<file path="config.mk">
export PLATFORM = sky130hd
export DESIGN_NAME = rexu_core
export DESIGN_NICKNAME = d
export VERILOG_FILES = /design/src/rtl/rexu_pkg.sv /design/src/rtl/rexu_decode.sv /design/src/rtl/rexu_shift_unit.sv /design/src/rtl/rexu_bit_unit.sv /design/src/rtl/rexu_lit_alu.sv /design/src/rtl/rexu_core.sv
export SDC_FILE = /design/constraint.sdc
export NUM_CORES = 1
export LEC_CHECK = 0
export BUFFER_PORTS_ARGS = -buffer_cell sky130_fd_sc_hd__buf_2
export CELL_PAD_IN_SITES_DETAIL_PLACEMENT = 0
export CELL_PAD_IN_SITES_GLOBAL_PLACEMENT = 1
export CORE_MARGIN = 1.5
export CORE_UTILIZATION = 41
export CTS_CLUSTER_SIZE = 30
export DETAILED_ROUTE_END_ITERATION = 8
export GPL_TIMING_DRIVEN = 0
export PLACE_DENSITY = 0.8
export SYNTH_ARGS = -nofsm -noshare
export SYNTH_HDL_FRONTEND = slang
export SYNTH_SLANG_ARGS = --single-unit
export TNS_END_PERCENT = 10
</file>
<file path="constraint.sdc">
create_clock -name clk -period 4.01 [get_ports clk]
set_clock_uncertainty 0.2 [all_clocks]
set_input_delay 0.6015 -clock clk [delete_from_list [all_inputs] [get_ports clk]]
set_output_delay 0.6015 -clock clk [all_outputs]
set_load 0.05 [all_outputs]
</file>
<file path="src/rtl/rexu_pkg.sv">
package rexu_pkg;

  typedef enum logic [3:0] {
    OP_NONE,
    OP_ROT,
    OP_SWAP,
    OP_INC,
    OP_BCLR,
    OP_BSET,
    OP_BTST0,
    OP_BTST1,
    OP_LIT_MOV,
    OP_LIT_LOGIC,
    OP_LIT_SUB,
    OP_LIT_ADD
  } op_e;

  typedef struct packed {
    op_e  op;
    logic to_reg;
    logic left;
  } dec_t;

  typedef enum logic [2:0] {
    LS_MOV = 3'b000,
    LS_OR  = 3'b001,
    LS_AND = 3'b010,
    LS_XOR = 3'b011,
    LS_SUB = 3'b101,
    LS_ADD = 3'b111
  } lit_sel_e;

endpackage

</file>
<file path="src/rtl/rexu_decode.sv">
module rexu_decode
  import rexu_pkg::*;
(
  input  logic [12:6] hi_bits,
  output dec_t        dec
);

  always_comb begin
    dec = '{op: OP_NONE, to_reg: 1'b0, left: 1'b0};
    if (!hi_bits[12]) begin
      if (hi_bits[11]) begin
        unique case (hi_bits[10:9])
          2'b00:   dec.op = OP_BCLR;
          2'b01:   dec.op = OP_BSET;
          2'b10:   dec.op = OP_BTST0;
          default: dec.op = OP_BTST1;
        endcase
        dec.to_reg = (hi_bits[10:9] == 2'b00) || (hi_bits[10:9] == 2'b01);
      end else if (hi_bits[11:8] == 4'b0110) begin
        dec.op     = OP_ROT;
        dec.left   = hi_bits[7];
        dec.to_reg = hi_bits[6];
      end else if (hi_bits[11:8] == 4'b0111) begin
        dec.op     = hi_bits[7] ? OP_INC : OP_SWAP;
        dec.to_reg = hi_bits[6];
      end
    end else if (hi_bits[11]) begin
      case (hi_bits[10:8])
        LS_MOV:                 dec.op = OP_LIT_MOV;
        LS_OR, LS_AND, LS_XOR:  dec.op = OP_LIT_LOGIC;
        LS_SUB:                 dec.op = OP_LIT_SUB;
        LS_ADD:                 dec.op = OP_LIT_ADD;
        default:                dec.op = OP_NONE;
      endcase
    end
  end

endmodule

</file>
<file path="src/rtl/rexu_shift_unit.sv">
module rexu_shift_unit #(
  parameter int DATA_W = 8
) (
  input  logic [DATA_W-1:0] opnd,
  input  logic              cin,
  input  logic              left,
  output logic [DATA_W-1:0] rot_res,
  output logic              rot_c,
  output logic [DATA_W-1:0] swap_res,
  output logic [DATA_W-1:0] inc_res,
  output logic              inc_zero
);

  localparam int NIB = DATA_W / 2;

  always_comb begin
    if (left) begin
      rot_res = {opnd[DATA_W-2:0], cin};
      rot_c   = opnd[DATA_W-1];
    end else begin
      rot_res = {cin, opnd[DATA_W-1:1]};
      rot_c   = opnd[0];
    end
  end

  assign swap_res = {opnd[NIB-1:0], opnd[DATA_W-1:NIB]};
  assign inc_res  = opnd + {{(DATA_W-1){1'b0}}, 1'b1};
  assign inc_zero = (inc_res == '0);

endmodule

</file>
<file path="src/rtl/rexu_bit_unit.sv">
module rexu_bit_unit #(
  parameter int DATA_W = 8,
  localparam int IDX_W = $clog2(DATA_W)
) (
  input  logic [DATA_W-1:0] opnd,
  input  logic [IDX_W-1:0]  idx,
  output logic [DATA_W-1:0] clr_res,
  output logic [DATA_W-1:0] set_res,
  output logic              bit_val
);

  logic [DATA_W-1:0] sel_mask;

  for (genvar g = 0; g < DATA_W; g++) begin : g_mask
    assign sel_mask[g] = (idx == IDX_W'(g));
  end

  assign clr_res = opnd & ~sel_mask;
  assign set_res = opnd | sel_mask;
  assign bit_val = |(opnd & sel_mask);

endmodule

</file>
<file path="src/rtl/rexu_lit_alu.sv">
module rexu_lit_alu
  import rexu_pkg::*;
#(
  parameter int DATA_W = 8
) (
  input  logic [DATA_W-1:0] lit,
  input  logic [DATA_W-1:0] acc,
  input  logic [2:0]        sel,
  output logic [DATA_W-1:0] res,
  output logic              zf,
  output logic              cf,
  output logic              dcf
);

  localparam int NIB = DATA_W / 2;

  logic [DATA_W:0] sum_w, dif_w;
  logic [NIB:0]    sum_n, dif_n;

  always_comb begin
    sum_w = {1'b0, lit} + {1'b0, acc};
    dif_w = {1'b0, lit} + {1'b0, ~acc} + {{DATA_W{1'b0}}, 1'b1};
    sum_n = {1'b0, lit[NIB-1:0]} + {1'b0, acc[NIB-1:0]};
    dif_n = {1'b0, lit[NIB-1:0]} + {1'b0, ~acc[NIB-1:0]} + {{NIB{1'b0}}, 1'b1};
    cf    = 1'b0;
    dcf   = 1'b0;
    case (sel)
      LS_OR:   res = acc | lit;
      LS_AND:  res = acc & lit;
      LS_XOR:  res = acc ^ lit;
      LS_SUB:  begin res = dif_w[DATA_W-1:0]; cf = dif_w[DATA_W]; dcf = dif_n[NIB]; end
      LS_ADD:  begin res = sum_w[DATA_W-1:0]; cf = sum_w[DATA_W]; dcf = sum_n[NIB]; end
      default: res = lit;
    endcase
    zf = (res == '0);
  end

endmodule

</file>
<file path="src/rtl/rexu_core.sv">
module rexu_core
  import rexu_pkg::*;
#(
  parameter int DATA_W = 8,
  parameter int ADDR_W = 6,
  parameter int INSN_W = 13
) (
  input  logic              clk,
  input  logic              rst,
  input  logic [INSN_W-1:0] ins_word,
  input  logic [DATA_W-1:0] rf_rdata,
  input  logic [DATA_W-1:0] acc,
  input  logic              z_in,
  input  logic              c_in,
  input  logic              dc_in,
  output logic [DATA_W-1:0] result,
  output logic              wr_acc,
  output logic              wr_reg,
  output logic [ADDR_W-1:0] wr_addr,
  output logic              z_out,
  output logic              c_out,
  output logic              dc_out,
  output logic              skip_next
);

  localparam int IDX_W = $clog2(DATA_W);

  dec_t dec;
  logic [DATA_W-1:0] rot_res, swap_res, inc_res, clr_res, set_res, alu_res;
  logic rot_c, inc_zero, bit_val, alu_z, alu_c, alu_dc;

  logic [DATA_W-1:0] n_res;
  logic n_wa, n_wr, n_z, n_c, n_dc, n_skip;

  rexu_decode u_dec (
    .hi_bits (ins_word[12:6]),
    .dec     (dec)
  );

  rexu_shift_unit #(.DATA_W(DATA_W)) u_shift (
    .opnd     (rf_rdata),
    .cin      (c_in),
    .left     (dec.left),
    .rot_res  (rot_res),
    .rot_c    (rot_c),
    .swap_res (swap_res),
    .inc_res  (inc_res),
    .inc_zero (inc_zero)
  );

  rexu_bit_unit #(.DATA_W(DATA_W)) u_bit (
    .opnd    (rf_rdata),
    .idx     (ins_word[ADDR_W +: IDX_W]),
    .clr_res (clr_res),
    .set_res (set_res),
    .bit_val (bit_val)
  );

  rexu_lit_alu #(.DATA_W(DATA_W)) u_alu (
    .lit (ins_word[DATA_W-1:0]),
    .acc (acc),
    .sel (ins_word[10:8]),
    .res (alu_res),
    .zf  (alu_z),
    .cf  (alu_c),
    .dcf (alu_dc)
  );

  always_comb begin
    n_res  = '0;
    n_wa   = 1'b0;
    n_wr   = 1'b0;
    n_z    = z_in;
    n_c    = c_in;
    n_dc   = dc_in;
    n_skip = 1'b0;
    case (dec.op)
      OP_ROT: begin
        n_res = rot_res;
        n_c   = rot_c;
        n_wr  = dec.to_reg;
        n_wa  = !dec.to_reg;
      end
      OP_SWAP: begin
        n_res = swap_res;
        n_wr  = dec.to_reg;
        n_wa  = !dec.to_reg;
      end
      OP_INC: begin
        n_res  = inc_res;
        n_wr   = dec.to_reg;
        n_wa   = !dec.to_reg;
        n_skip = inc_zero;
      end
      OP_BCLR: begin
        n_res = clr_res;
        n_wr  = 1'b1;
      end
      OP_BSET: begin
        n_res = set_res;
        n_wr  = 1'b1;
      end
      OP_BTST0: n_skip = !bit_val;
      OP_BTST1: n_skip = bit_val;
      OP_LIT_MOV: begin
        n_res = alu_res;
        n_wa  = 1'b1;
      end
      OP_LIT_LOGIC: begin
        n_res = alu_res;
        n_wa  = 1'b1;
        n_z   = alu_z;
      end
      OP_LIT_SUB, OP_LIT_ADD: begin
        n_res = alu_res;
        n_wa  = 1'b1;
        n_z   = alu_z;
        n_c   = alu_c;
        n_dc  = alu_dc;
      end
      default: ;
    endcase
  end

  always_ff @(posedge clk) begin
    if (rst) begin
      result    <= '0;
      wr_acc    <= 1'b0;
      wr_reg    <= 1'b0;
      wr_addr   <= '0;
      z_out     <= 1'b0;
      c_out     <= 1'b0;
      dc_out    <= 1'b0;
      skip_next <= 1'b0;
    end else begin
      result    <= n_res;
      wr_acc    <= n_wa;
      wr_reg    <= n_wr;
      wr_addr   <= ins_word[ADDR_W-1:0];
      z_out     <= n_z;
      c_out     <= n_c;
      dc_out    <= n_dc;
      skip_next <= n_skip;
    end
  end

endmodule

</file>
Word-level counts from Yosys, hierarchy flattened
Index checks and enable logic that the tools add are counted.

Order comparisons: 0. Multiplexer cells: 23. Shift-type cells: 0. $mul: 0. Bitwise operators: 9. Add/sub/neg operators: 7. Reduce and logical (&&, ||, !) cells: 15. Equal/unequal tests: 27. Div/mod/pow operators: 0.

Operator list (count): one-hot mux 8 bit (6 select lines) (1); one-hot mux 8 bit (5 select lines) (1); AND 8 bit (3); == test 4 x 3 -> 1 bit, second input constant (6); adder 8 x 8 -> 9 bit (2); == test 3 bit, second input constant (6); == test 4 bit, second input constant (4); zero test 8 bit (2); inverter 8 bit (2); OR 8 bit (2); one-hot mux 4 bit (4 select lines) (1); two-way mux 5 bit (3); == test 3 x 2 -> 1 bit, second input constant (4); adder 4 x 4 -> 5 bit (2); one-hot mux 1 bit (2 select lines) (5); adder 9 x 1 -> 9 bit, second input constant (1); OR reduction 3 bit (3); adder 8 x 1 -> 8 bit, second input constant (1); == test 4 x 2 -> 1 bit, second input constant (2); two-way mux 4 bit (2); two-way mux 8 bit (1); OR reduction 8 bit (1); bitwise XOR 8 bit (1); == test 3 x 1 -> 1 bit, second input constant (2); other kinds (15) (23).

Register bits after elaboration: 20. Bits in latches: 0. Memory bits (writable): 0. Memory bits (read-only): 0. Memories kept: 0. Bits of input ports: 34. Output and inout bits: 20.

Longest topological paths before layout
Depth after elaboration: 8. Depth in mapped cells: 10. Mapped depth without buffers: 10.

Modules after synthesis
Synthesis repeated with hierarchy kept, for this count alone.

Cell total of the unflattened synthesis: 411. Area, all modules: 3151.8 µm².

By module, submodules not included: rexu_lit_alu (area an instance 1378.8 µm², times used 1, cells each 195); rexu_core (area an instance 1089.8 µm², times used 1, cells each 125); rexu_shift_unit (area an instance 315.3 µm², times used 1, cells each 39); rexu_bit_unit (area an instance 241.5 µm², times used 1, cells each 31); rexu_decode (area an instance 126.4 µm², times used 1, cells each 21).

Worst setup path after synthesis
No wires, ideal clock.

Kind: input-to-reg. Start: in ins_word[0]. End: reg z_out. Data arrival time: 2.758 ns. Data required time: 3.743 ns. Slack: 0.985 ns. Cell stages on the path: 10. Path through: ha_1 > inv_1 > fa_1 > nand2b_2 > a211o_1 > and3_1 > o32a_1 > o32a_1 > a211o_1 > o21ai_2.

Longest elaborated chain between the ends: 5. Elaborated cells between the ends (all ways): 9.

RTL lines: start, declared (line rexu_core.sv:10) `input logic [INSN_W-1:0] ins_word,`; adder 8 x 8 -> 9 bit (line rexu_lit_alu.sv:22) `dif_w = {1'b0, lit} + {1'b0, ~acc} + {{DATA_W{1'b0}}, 1'b1};`; adder 9 x 1 -> 9 bit (line rexu_lit_alu.sv:22); one-hot mux 8 bit (5 select lines) (*) (line rexu_lit_alu.sv:27) `case (sel)`; zero test 8 bit (*) (line rexu_lit_alu.sv:35) `zf = (res == '0);`; two-way mux 1 bit (*) (line rexu_core.sv:77) `case (dec.op)`; end signal, assigned (line rexu_core.sv:140) `z_out <= n_z;`; end, declared (line rexu_core.sv:20) `output logic z_out,`.

Mark *: on every way between the ends. The rest lies on a longest branch, timed or not. A chain may end at the register's enable or synchronous reset.

Worst setup path after layout
Start: in acc[0]. End: reg z_out.

Longest elaborated chain between the ends: 6. Elaborated cells between the ends (all ways): 10.

RTL lines: start, declared (line rexu_core.sv:12) `input logic [DATA_W-1:0] acc,`; inverter 8 bit (line rexu_lit_alu.sv:22); adder 8 x 8 -> 9 bit (line rexu_lit_alu.sv:22); adder 9 x 1 -> 9 bit (line rexu_lit_alu.sv:22); one-hot mux 8 bit (5 select lines) (*) (line rexu_lit_alu.sv:27); zero test 8 bit (*) (line rexu_lit_alu.sv:35); two-way mux 1 bit (*) (line rexu_core.sv:77).

Marked as above.

==> reports/summary.txt <==
======================================================================================================
Number of placed I/O pins ...............................................................           54
Wirelength, routed ......................................................................      8940 µm
Register ranked first by flip-flop count ................................................       result
TNS Setup ...............................................................................         0 ns
Ratio of total power to cell area .......................................................   233 mW/mm²
Number of placed cells counting well taps ...............................................          513
Critical Path AT ........................................................................      3.19 ns
Crit-path max FO ........................................................................            3
Worst slew margin .......................................................................        0.643
Number of hold buffers added after CTS ..................................................            0
Routability-driven placement congestion ratio ...........................................        0.934
Largest net degree at the start of global routing .......................................           13
HPWL after detailed placement ...........................................................      7070 µm
RSZ-0062 raised after global routing ....................................................        false
Fraction of registers with async set/reset ..............................................            0
Synthesized Nets ........................................................................          447
Total number of placement rows ..........................................................           30
Leakage power total .....................................................................      1.46 nW
Initial DRC count .......................................................................          257
Setup Crit Path Kind ....................................................................       in2reg
Share of synthesized area occupied by flip-flops and latches ............................        0.140
Number of enable flip-flop cells after synthesis ........................................            0
Required time worst endpoint ............................................................      4.00 ns
Drt via density .........................................................................         5.99
Most area-consuming cells after synthesis ............................................... dfxtp_1, ha_1, a21oi_1
Result of the run .......................................................................    completed
Core area ...............................................................................  0.00676 mm²
Number of vias after detailed routing ...................................................         3096
Adder-cell share of the synthesized area ................................................        0.128
Critical Path Slowest Stage Cell ........................................................         fa_1
Final setup violation count .............................................................            0
Clock Tree Root .........................................................................     clkbuf_8
Post-Syn Instances ......................................................................          385
Proportion of synthesized area in mux cells .............................................       0.0640
Area of the mapped netlist ..............................................................  0.00286 mm²
Vias in the first global route ..........................................................         2728
Regs by FF count ........................................................................ result: 8 flops, wr_addr: 6 flops
Period Utilization, post-route ..........................................................        0.799
Highest ir drop seen on vdd .............................................................       110 µV
Compound-gate portion of the synthesized area ...........................................        0.297
Floorplan die height ....................................................................      86.5 µm
Fraction of final layout cells sized beyond drive strength 1 ............................        0.211
Post-detailed-route count of antenna-violating nets .....................................            0
Clock transition at the register clock pins on the worst setup and hold paths after CTS .      0.07 ns
Library cells used by synthesis .........................................................           71
Dominant combinational cell family by area after synthesis .............................. compound AO/OA/AOI/OAI gates
Die Area ................................................................................  0.00747 mm²
Flip-flop count of the largest register, all copies and words added .....................            8
Post-detailed-route DRC marker count ....................................................            0
Number of buffers inserted by post-CTS setup repair .....................................            0
Yosys synthesis warning count ...........................................................            0
CTS Buffer Depth ........................................................................            2
Number of nets in the layout ............................................................          500
Count of inserted antenna diode cells ...................................................            0
Count of filler cells inserted in the layout ............................................          708
Port buffer count .......................................................................           48
Antenna violations before repair ........................................................            0
Worst-Margin Slew .......................................................................     0.522 ns
Clock tree from TritonCTS ...............................................................          yes
Synthesized area per cell ...............................................................     7.42 µm²
Cell chain of the critical path ......................................................... buf_2, ha_1, inv_1, fa_1, nand2b_2, a211o_1, and3_1, o32a_1, o32a_1, a211o_1, o21ai_2
Number of buffers inserted during clock tree synthesis ..................................            3
Maximum level of the CTS H-tree .........................................................            1
Number of resized instances in the post-cts repair step .................................            0
Mean routed wirelength per cell .........................................................      17.3 µm
Achievable Freq .........................................................................    0.312 GHz
Relative area change from synthesis to final layout .....................................        14.4%
Sinks on Clock Net ......................................................................           20
Final Slew Violations ...................................................................            0
Filler-free cell count of the finished design ...........................................          517
Top cells by instance count after synthesis ............................................. nor2_1, a21oi_1, ha_1, nand2_1, inv_1
Launching element type of the critical path .............................................    input pin
Pre-antenna DRT Iters ...................................................................            5
Capturing element type of the critical path .............................................    flip-flop
Global router's overall resource usage ..................................................        0.240
Largest area contributor in the synthesized netlist .....................................      dfxtp_1
Most instantiated library cell after synthesis ..........................................       nor2_1
Number of hold violations in the final report ...........................................            0
Die width ...............................................................................      86.5 µm
Remaining global-route overflow .........................................................            0
Initial standard-cell utilization of the core ...........................................        0.423
Post-synth top flop .....................................................................      dfxtp_1
Fraction of synthesized cell area taken by the top area cell type .......................        0.140
Wire length of the first global-routing pass ............................................     14200 µm
Count of state elements after synthesis .................................................           20
Max capacitance violation total .........................................................            0
Synth Area in XOR/XNOR ..................................................................       0.0276
Max incr delay on CP ....................................................................      0.40 ns
Simple-gate share of the synthesized area ...............................................        0.246
Path category of the worst min-delay check ..............................................       in2reg
Clock period minus worst slack ..........................................................      3.20 ns
======================================================================================================
-- through the flow --
stage                     instance area (µm²)  power (mW)  worst slack [ns]  hold slack, ns   util
after CTS                                3270       0.761             0.850           0.386  0.484
after detailed placement                 3200       0.570             0.604           0.656  0.473
after global placement                   3200       0.568             0.593           0.655  0.473
after floorplan                          2860       0.473             0.985           0.473      -
final                                    3270       0.763             0.808           0.395  0.484
after global routing                     3270       0.804             0.741           0.405  0.484
-- layout make-up --
class / count / area, µm² / share of cell area
Inverter: 26 / 97.6 / 0.0299
Timing Repair Buffer: 48 / 240 / 0.0735
Tap cell: 80 / 100 / 0.0306
Multi-Input combinational cell: 311 / 2180 / 0.666
Clock inverter: 1 / 30.0 / 0.00919
Sequential cell: 20 / 400 / 0.123
Buffer: 28 / 180 / 0.0552
Clock buffer: 3 / 41.3 / 0.0126
-- critical path, delay by kind of cell --
kind / cells / cell delay (ns)
fa+ha+maj: 2 / 0.61
simple gates: 2 / 0.39
compound gates: 5 / 1.40
buf+inv: 2 / 0.18
-- routing by layer --
| metal | part of all wire | vias up | track usage | wire, µm |
|---|---|---|---|---|
| met2 | 0.41 | 134 | 0.353 | 3680 |
| met4 | 0.012 | 0 | 0.0469 | 108 |
| li1 | - | 1514 | - | - |
| met3 | 0.071 | 10 | 0.0229 | 634 |
| met1 | 0.51 | 1438 | 0.378 | 4520 |
| met5 | 0 | - | 0 | 0 |
-- final timing paths --
kind	depth (start not counted)	from	end	slack (ns)
hold / removal	2	rst	wr_reg	0.39
setup / recovery	11	acc[0]	z_out	0.81
-- power breakdown --
part / switching [mW] / total, mW / leakage, nW / internal [mW]
registers: 0.00164 / 0.209 / 0.164 / 0.208
clock network: 0.0578 / 0.191 / 0.0357 / 0.133
logic: 0.228 / 0.362 / 1.26 / 0.134
total: 0.288 / 0.763 / 1.46 / 0.475
-- placed cells by master (no fill, tap or decap), types with 3 or more instances in the layout --
master / instances
a31oi_1: 8
nor3_1: 17
nand4_1: 3
o21ai_0: 21
clkbuf_1: 10
mux2_2: 4
a221oi_1: 8
nor2b_1: 10
and3_1: 4
nand3b_1: 3
o211ai_1: 4
a21oi_1: 32
nand3_1: 8
nor2_1: 42
a211oi_1: 9
o221ai_1: 3
ha_1: 26
xnor2_1: 5
nand2_1: 26
buf_1: 3
a22oi_1: 3
inv_1: 25
clkbuf_8: 8
dfxtp_1: 20
mux2i_1: 7
buf_2: 56
mux4_2: 3
a21o_1: 5
xor2_1: 4
o21a_1: 4
-- cell families after synthesis --
group | count (synthesis)
and+or+nand+nor | 135
adders and majority gates | 28
DFF | 20
buffers and inverters | 54
xor gates and xnor gates | 9
AOI/OAI and AO/OA | 125
muxes | 14
Power figures use the tool's default switching activity.
